File: src/rtl/gpio_cfg_pkg.sv
package gpio_cfg_pkg;

  // output write models
  localparam int WR_PLAIN   = 0;
  localparam int WR_SETCLR  = 1;
  localparam int WR_SETONLY = 2;

  // direction register polarity
  localparam int DIR_NONE   = 0;
  localparam int DIR_OUT_HI = 1;
  localparam int DIR_IN_HI  = 2;

  localparam int ADDR_W = 2;

  typedef enum logic [ADDR_W-1:0] {
    RA_DATA = 2'd0,
    RA_SET  = 2'd1,
    RA_CLR  = 2'd2,
    RA_DIR  = 2'd3
  } reg_addr_e;

endpackage

File: src/rtl/gpio_lane_map.sv
// Permutes a word between bus order and pin order: optional byte swap,
// then optional bit mirror. Both steps are involutions and commute, so the
// same module serves both directions.
module gpio_lane_map #(
  parameter int WIDTH     = 32,
  parameter bit BIT_REV   = 1'b0,
  parameter bit BYTE_SWAP = 1'b0
) (
  input  logic [WIDTH-1:0] din,
  output logic [WIDTH-1:0] dout
);
  localparam int NBYTES = WIDTH / 8;

  logic [WIDTH-1:0] swapped;

  generate
    if (BYTE_SWAP) begin : g_swap
      for (genvar b = 0; b < NBYTES; b++) begin : g_byte
        assign swapped[8*b +: 8] = din[8*(NBYTES-1-b) +: 8];
      end
    end else begin : g_noswap
      assign swapped = din;
    end

    if (BIT_REV) begin : g_rev
      for (genvar i = 0; i < WIDTH; i++) begin : g_bit
        assign dout[i] = swapped[WIDTH-1-i];
      end
    end else begin : g_norev
      assign dout = swapped;
    end
  endgenerate

endmodule

File: src/rtl/gpio_in_sync.sv
// Multi-stage input synchroniser for the pin samples.
module gpio_in_sync #(
  parameter int WIDTH  = 32,
  parameter int STAGES = 2
) (
  input  logic             clk,
  input  logic             rst,
  input  logic [WIDTH-1:0] async_in,
  output logic [WIDTH-1:0] sync_out
);
  logic [WIDTH-1:0] stage_q [STAGES];

  always_ff @(posedge clk) begin
    if (rst) begin
      for (int s = 0; s < STAGES; s++) stage_q[s] <= '0;
    end else begin
      stage_q[0] <= async_in;
      for (int s = 1; s < STAGES; s++) stage_q[s] <= stage_q[s-1];
    end
  end

  assign sync_out = stage_q[STAGES-1];

endmodule

File: src/rtl/gpio_pin_regs.sv
// Output image and output-enable state, in pin order.
module gpio_pin_regs
  import gpio_cfg_pkg::*;
#(
  parameter int WIDTH     = 32,
  parameter int WR_STYLE  = WR_PLAIN,
  parameter int DIR_STYLE = DIR_OUT_HI
) (
  input  logic             clk,
  input  logic             rst,
  input  logic             wr_data,
  input  logic             wr_set,
  input  logic             wr_clr,
  input  logic             wr_dir,
  input  logic [WIDTH-1:0] wvalue,
  output logic [WIDTH-1:0] img_q,
  output logic [WIDTH-1:0] oe_q
);

  generate
    if (WR_STYLE == WR_SETCLR) begin : g_setclr
      always_ff @(posedge clk) begin
        if (rst)         img_q <= '0;
        else if (wr_set) img_q <= img_q | wvalue;
        else if (wr_clr) img_q <= img_q & ~wvalue;
      end
    end else if (WR_STYLE == WR_SETONLY) begin : g_setonly
      always_ff @(posedge clk) begin
        if (rst)         img_q <= '0;
        else if (wr_set) img_q <= wvalue;
      end
    end else begin : g_plain
      always_ff @(posedge clk) begin
        if (rst)          img_q <= '0;
        else if (wr_data) img_q <= wvalue;
      end
    end

    if (DIR_STYLE == DIR_OUT_HI) begin : g_dir_out
      always_ff @(posedge clk) begin
        if (rst)         oe_q <= '0;
        else if (wr_dir) oe_q <= wvalue;
      end
    end else if (DIR_STYLE == DIR_IN_HI) begin : g_dir_in
      always_ff @(posedge clk) begin
        if (rst)         oe_q <= '0;
        else if (wr_dir) oe_q <= ~wvalue;
      end
    end else begin : g_dir_none
      always_ff @(posedge clk) begin
        oe_q <= '1;
      end
    end
  endgenerate

  AST_SET_RAISES: assert property (@(posedge clk) disable iff (rst)
    (WR_STYLE == WR_SETCLR && wr_set) |=> ((img_q & $past(wvalue)) == $past(wvalue)));

  AST_CLR_LOWERS: assert property (@(posedge clk) disable iff (rst)
    (WR_STYLE == WR_SETCLR && wr_clr && !wr_set) |=> ((img_q & $past(wvalue)) == '0));

  AST_IMG_HOLD: assert property (@(posedge clk) disable iff (rst)
    (!wr_data && !wr_set && !wr_clr) |=> $stable(img_q));

  AST_OE_HOLD: assert property (@(posedge clk) disable iff (rst)
    (!wr_dir && DIR_STYLE != DIR_NONE) |=> $stable(oe_q));

  AST_OE_INV: assert property (@(posedge clk) disable iff (rst)
    (DIR_STYLE == DIR_IN_HI && wr_dir) |=> (oe_q == ~$past(wvalue)));

endmodule

File: src/rtl/gpio_mmio_port.sv
module gpio_mmio_port
  import gpio_cfg_pkg::*;
#(
  parameter int WIDTH     = 32,
  parameter int WR_STYLE  = WR_SETCLR,
  parameter int DIR_STYLE = DIR_OUT_HI,
  parameter bit BIT_REV   = 1'b0,
  parameter bit BYTE_SWAP = 1'b0,
  parameter int SYNC_STAGES = 2
) (
  input  logic              clk,
  input  logic              rst,
  input  logic [1:0]        bus_addr,
  input  logic              bus_wr,
  input  logic [WIDTH-1:0]  bus_wdata,
  input  logic              bus_rd,
  output logic [WIDTH-1:0]  bus_rdata,
  input  logic [WIDTH-1:0]  pin_in,
  output logic [WIDTH-1:0]  pin_out,
  output logic [WIDTH-1:0]  pin_oe
);

  generate
    if (!(WIDTH == 8 || WIDTH == 16 || WIDTH == 32 || WIDTH == 64)) begin : g_bad_width
      $error("gpio_mmio_port: WIDTH must be 8, 16, 32 or 64");
    end
    if (BYTE_SWAP && WIDTH == 64) begin : g_bad_swap
      $error("gpio_mmio_port: byte swap is not allowed with a 64-bit width");
    end
  endgenerate

  logic [WIDTH-1:0] wvalue_pin;
  logic [WIDTH-1:0] sync_q;
  logic [WIDTH-1:0] img_q;
  logic [WIDTH-1:0] oe_q;
  logic [WIDTH-1:0] rd_pin;
  logic [WIDTH-1:0] rd_bus;
  logic             wr_data, wr_set, wr_clr, wr_dir;

  gpio_lane_map #(.WIDTH(WIDTH), .BIT_REV(BIT_REV), .BYTE_SWAP(BYTE_SWAP)) u_wmap (
    .din  (bus_wdata),
    .dout (wvalue_pin)
  );

  gpio_in_sync #(.WIDTH(WIDTH), .STAGES(SYNC_STAGES)) u_sync (
    .clk      (clk),
    .rst      (rst),
    .async_in (pin_in),
    .sync_out (sync_q)
  );

  always_comb begin
    wr_data = bus_wr && (bus_addr == RA_DATA) && (WR_STYLE == WR_PLAIN);
    wr_set  = bus_wr && (bus_addr == RA_SET)  && (WR_STYLE != WR_PLAIN);
    wr_clr  = bus_wr && (bus_addr == RA_CLR)  && (WR_STYLE == WR_SETCLR);
    wr_dir  = bus_wr && (bus_addr == RA_DIR)  && (DIR_STYLE != DIR_NONE);
  end

  gpio_pin_regs #(.WIDTH(WIDTH), .WR_STYLE(WR_STYLE), .DIR_STYLE(DIR_STYLE)) u_regs (
    .clk     (clk),
    .rst     (rst),
    .wr_data (wr_data),
    .wr_set  (wr_set),
    .wr_clr  (wr_clr),
    .wr_dir  (wr_dir),
    .wvalue  (wvalue_pin),
    .img_q   (img_q),
    .oe_q    (oe_q)
  );

  always_comb begin
    rd_pin = '0;
    case (bus_addr)
      RA_DATA: rd_pin = sync_q;
      RA_SET:  rd_pin = (WR_STYLE != WR_PLAIN) ? img_q : '0;
      RA_CLR:  rd_pin = '0;
      RA_DIR: begin
        if (DIR_STYLE == DIR_OUT_HI)     rd_pin = oe_q;
        else if (DIR_STYLE == DIR_IN_HI) rd_pin = ~oe_q;
        else                             rd_pin = '0;
      end
      default: rd_pin = '0;
    endcase
  end

  gpio_lane_map #(.WIDTH(WIDTH), .BIT_REV(BIT_REV), .BYTE_SWAP(BYTE_SWAP)) u_rmap (
    .din  (rd_pin),
    .dout (rd_bus)
  );

  always_ff @(posedge clk) begin
    if (rst)         bus_rdata <= '0;
    else if (bus_rd) bus_rdata <= rd_bus;
  end

  assign pin_out = img_q;
  assign pin_oe  = oe_q;

  AST_RDATA_HOLD: assert property (@(posedge clk) disable iff (rst)
    !bus_rd |=> $stable(bus_rdata));

  AST_CLR_READS_ZERO: assert property (@(posedge clk) disable iff (rst)
    (bus_rd && bus_addr == RA_CLR) |=> (bus_rdata == '0));

  AST_NONE_ALL_DRIVEN: assert property (@(posedge clk) disable iff (rst)
    (DIR_STYLE == DIR_NONE) |=> (pin_oe == '1));

endmodule

File: config.mk
export PLATFORM = sky130hd
export DESIGN_NAME = gpio_mmio_port
export DESIGN_NICKNAME = d
export VERILOG_FILES = /design/src/rtl/gpio_cfg_pkg.sv /design/src/rtl/gpio_lane_map.sv /design/src/rtl/gpio_in_sync.sv /design/src/rtl/gpio_pin_regs.sv /design/src/rtl/gpio_mmio_port.sv
export SDC_FILE = /design/constraint.sdc
export NUM_CORES = 1
export LEC_CHECK = 0
export BUFFER_PORTS_ARGS = -buffer_cell sky130_fd_sc_hd__buf_2
export CAP_MARGIN = 20
export CORE_ASPECT_RATIO = 2
export CORE_MARGIN = 1
export CORE_UTILIZATION = 47
export CTS_CLUSTER_SIZE = 40
export DETAILED_ROUTE_END_ITERATION = 7
export PLACE_DENSITY = 0.82
export SETUP_SLACK_MARGIN = 0.4
export SLEW_MARGIN = 20
export SYNTH_ARGS = -nofsm -noshare
export SYNTH_HDL_FRONTEND = slang
export SYNTH_SLANG_ARGS = --single-unit
File: constraint.sdc
create_clock -name clk -period 1.6 [get_ports clk]
set_clock_uncertainty 0.15 [all_clocks]
set_input_delay 0.4 -clock clk [delete_from_list [all_inputs] [get_ports clk]]
set_output_delay 0.4 -clock clk [all_outputs]
set_load 0.01 [all_outputs]
== Word level (Yosys, flattened, before mapping) ==
Memory sizes are Yosys's and may differ from the RTL's.
Index checks and enable logic that the tools add are counted.
Storage, ports and cells
  register bits after elaboration: 96
  bits in writable memories: 64
  input port bits: 70
  output and inout bits: 96
  logic and storage cells: 25
  memories: 1
Cells by class
  equal/unequal tests: 3
  muxes and demuxes: 8
  bitwise operators: 5
  reduce and logical (&&, ||, !) cells: 5
Memories
  u_sync.stage_q: words 2, bits a word 32, rd ports 2, clocked after Yosys merged registers in 0, wr ports 2, RTL line gpio_in_sync.sv:11  | logic [WIDTH-1:0] stage_q [STAGES];
Operator list (number)
  $mux 32: 4
  $pmux 32 s4: 1
  $and 32x32->32: 1
  $not 32->32: 1
  $or 32x32->32: 1
  $eq 2x2->1 const B: 2
  $logic_and 1x1->1: 3
  $mux 1: 3
  $eq 2x1->1 const B: 1
  $logic_not 2->1: 1
  $or 1x1->1: 2
  $reduce_bool 2->1: 1

== Logic depth before layout (Yosys ltp) ==
  word-level depth: 4
  gate-level depth with buffers: 7
  mapped depth without buffers: 3

== Cells and area by module ==
A second synthesis with hierarchy kept.
Unflattened totals
  cell total of the unflattened synthesis: 657
  area, all modules: 7289.5 µm²
By module, submodules not included
  gpio_pin_regs: instances 1, cells an instance 241, area an instance 2575.0 µm², seq. area each 1281.2 µm²
  gpio_in_sync: instances 1, cells an instance 167, area an instance 2158.3 µm², seq. area each 1281.2 µm²
  gpio_mmio_port: instances 1, cells an instance 185, area an instance 2075.7 µm², seq. area each 640.6 µm²
  gpio_lane_map: instances 2, cells an instance 32, area an instance 240.2 µm², seq. area each 0.0 µm²

== Least setup slack after synthesis ==
OpenSTA, ideal clock, no wires.
  kind: input to register
  start: in bus_addr[1]
  end: reg bus_rdata[17]
  setup time: 0.136 ns
  arrival time: 1.268 ns
  required time: 1.314 ns
  slack: 0.046 ns
  stages on the path: 5
  buffers on the path: 2
  cell sequence: buf_6 > buf_2 > mux2_2 > a21oi_1 > a211oi_2
Between the ends
  word-level cells in the longest chain between the ends: 2
  elaborated cells on any way between the ends: 5
  classes of those cells: 3 x eq/ne; 1 x mux; 1 x reduce/logical
Ends and longest elaborated chain
  start: declaration: RTL line gpio_mmio_port.sv:13  | input logic [1:0] bus_addr,
  $eq 2x2->1 (tied with other cells): RTL line gpio_mmio_port.sv:73  | case (bus_addr)
  $pmux 32 s4 *: RTL line gpio_mmio_port.sv:73
  end signal: assignment: RTL line gpio_mmio_port.sv:93  | else if (bus_rd) bus_rdata <= rd_bus;
  end: declaration: RTL line gpio_mmio_port.sv:17  | output logic [WIDTH-1:0] bus_rdata,
Mark *: on every way between the ends. The rest lies on a longest branch, timed or not.
A chain may end at the register's enable or synchronous reset.

== Worst setup path in the final report ==
  start: reg bus_rdata[17]
  end: out bus_rdata[17]
No word-level cell between the ends.

==> run summary <==
total die area = 13,200 sq um
Total Wirelength = 22,000 um
max_slew headroom = 0.730
Clock Tree Root = clkbuf_16
vias in the first global route = 5,495
CP max stage cell = dfxtp_2
final setup vio count = 0
CTS H-Tree Depth = 4
worst-margin pin slew = 0.405 ns
Die W = 81.8 um
status = complete, no violations
starting density of the core = 0.480
total power = 9.64 mW
RD Place Congestion = 0.831
Hold Fails Final Rpt = 0
Final nets = 925
Pre-antenna DRT Iters = 5
sequential area share after synthesis = 0.535
period utilisation layout = 0.900
Mapped Cells = 608
ys async rst share = 0
Core Box Area = 12,500 sq um
global-route wire length before repair = 27,900 um
Leak Pwr = 4.11 nW
io pins = 166
WL/cell = 21.6 um
Final Slew Violations = 0
post-route ant nets = 0
Clk Latency, worst-skew pair = 0.42 ns
Crit. End Element = output pin
fillers = 671
worst-path cell chain = buf_6
Critical Path RT = 1.05 ns
clock transition at the registers of the reported paths = 0.07 ns
Synth Cell Area = 5990 sq um
Residual DRC = 0
PnR worst setup slack = 0.160 ns
CTS tree = yes
Num CTS Buffers = 17
area occupied by multi-input gates = 3080 sq um
ratio of cells with drive above 1 in the final layout = 0.628
Hold Path Class = input port to register
Hold Crit Depth = 2
P per Cell Area = 962 nW/um^2
most common cell after layout, fill and taps aside = buf_6
VDD IR max = 0.825 mV
worst-path fanout max = 2
post-synth net total = 678
maxcap violations = 0
f_max = 695 MHz
pin count of the biggest net entering global routing = 44
RSZ-0062 raised after global routing = true
DR vias/cell = 5.80
Max clock buf depth = 2
final core utilization = 0.802
initial DRC count = 408
Synth Warn # = 0
GRT Total Usage = 0.283
crit path DAT = 0.89 ns
area grow syn2layout = 67.3%
CP max stage delay = 0.35 ns
post-DP HPWL = 10,600 um
Die Ht = 162 um
Sink Count = 160
Worst Path Buf+Inv = 1
Top FF cell, synth = dfxtp_1
remaining global-route overflow = 0
PortBufs = 165
Sequential Area = 3320 sq um
dpl ws = -0.0693 ns
Crit Path Class = register to output pin
number of vias in the routed layout = 5,915
initial antenna violation count = 2
commonest cells after routing, fill and taps aside = 136 x buf_6, 96 x dfxtp_2, 66 x buf_2
Synth cell types = 28
Post-Place Cells = 896
Final Instance Count excl. Fillers = 1,020
num rows = 58
R2R cell count = 5
Syn Area/Cell = 9.85 sq um
Levels on crit path = 1
min cycle time layout = 1.44 ns
Worst Setup Start Kind = register
FF+latch count, synth = 160
Crit path max-delay family = flip-flops
Post-synth EDFFs = 0
==> metrics by stage <==
step	area, sq um	setup TNS (ns)	hold slack [ns]
2_1_floorplan	6150	0	0.264
3_3_place_gp	7150	-0.706	0.268
3_5_place_dp	7150	-1.65	0.270
4_1_cts	9030	0	0.0261
5_1_grt	10000	0	0.0307
6_report	10000	0	0.0373
==> metal layers <==
layer	track usage	vias up	share of wire
li1	-	2628	-
met1	0.305	2866	0.35
met2	0.498	328	0.52
met3	0.0627	93	0.069
met4	0.140	0	0.056
met5	0	-	0
==> final cells by class <==
class	count	area share
timing repair buffer	286	0.284
tap	150	0.0187
clock buffer	19	0.0452
clock inverter	13	0.0127
sequential	160	0.332
antenna	2	0.000500
multi-input combinational	390	0.307
==> timing repair <==
action | 4_1_cts | 5_1_grt
buffers inserted | 61 | 21
gates resized for setup | 212 | 150
pin swaps | 6 | 73
endpoints found under the setup margin | 123 | 153
gates cloned | 2 | 6
hold buffers | 0 | 0
==> cells by family after synthesis <==
kind of cell           Yosys count  share of synthesized area
AND/OR/NAND/NOR                202                      0.183
flip-flops                     160                      0.535
AO/OA/AOI/OAI                  155                      0.168
buffers and inverters           58                     0.0531
multiplexers                    32                     0.0591
XOR/XNOR                         1                    0.00146
==> path summary, 6_finish.rpt <==
| check | start | to | slack, ns |
|---|---|---|---|
| worst max register to register | register | bus_rdata[13]$_SDFFE_PP0P_ | 0.27 |
| worst min-delay path | pin_in[27] | u_sync.stage_q[0][27]$_SDFF_PP0_ | 0.04 |
| worst min register to register | u_sync.stage_q[0][20]$_SDFF_PP0_ | u_sync.stage_q[0][52]$_SDFF_PP0_ | 0.29 |
| worst max-delay path | bus_rdata[17]$_SDFFE_PP0P_ | bus_rdata[17] | 0.16 |
==> synth_stat cells, types with 6 or more instances <==
cell type	number	share of area
clkbuf_1	29	0.018
nand2_1	64	0.040
dfxtp_1	160	0.54
a311oi_1	30	0.044
a211oi_1	26	0.033
nor3b_1	17	0.021
a21oi_1	91	0.076
buf_2	18	0.015
mux2_2	27	0.051
nor3b_2	10	0.021
nor2b_1	64	0.067
nor2_1	32	0.020
nand3_1	6	0.0050
==> power by group <==
group | leakage [nW] | internal (mW) | switching, mW
Clock | 0.271 | 2.25 | 1.71
Sequential | 1.35 | 4.18 | 0.107
Combinational | 2.49 | 0.712 | 0.684
(Power assumes the default switching activity.)
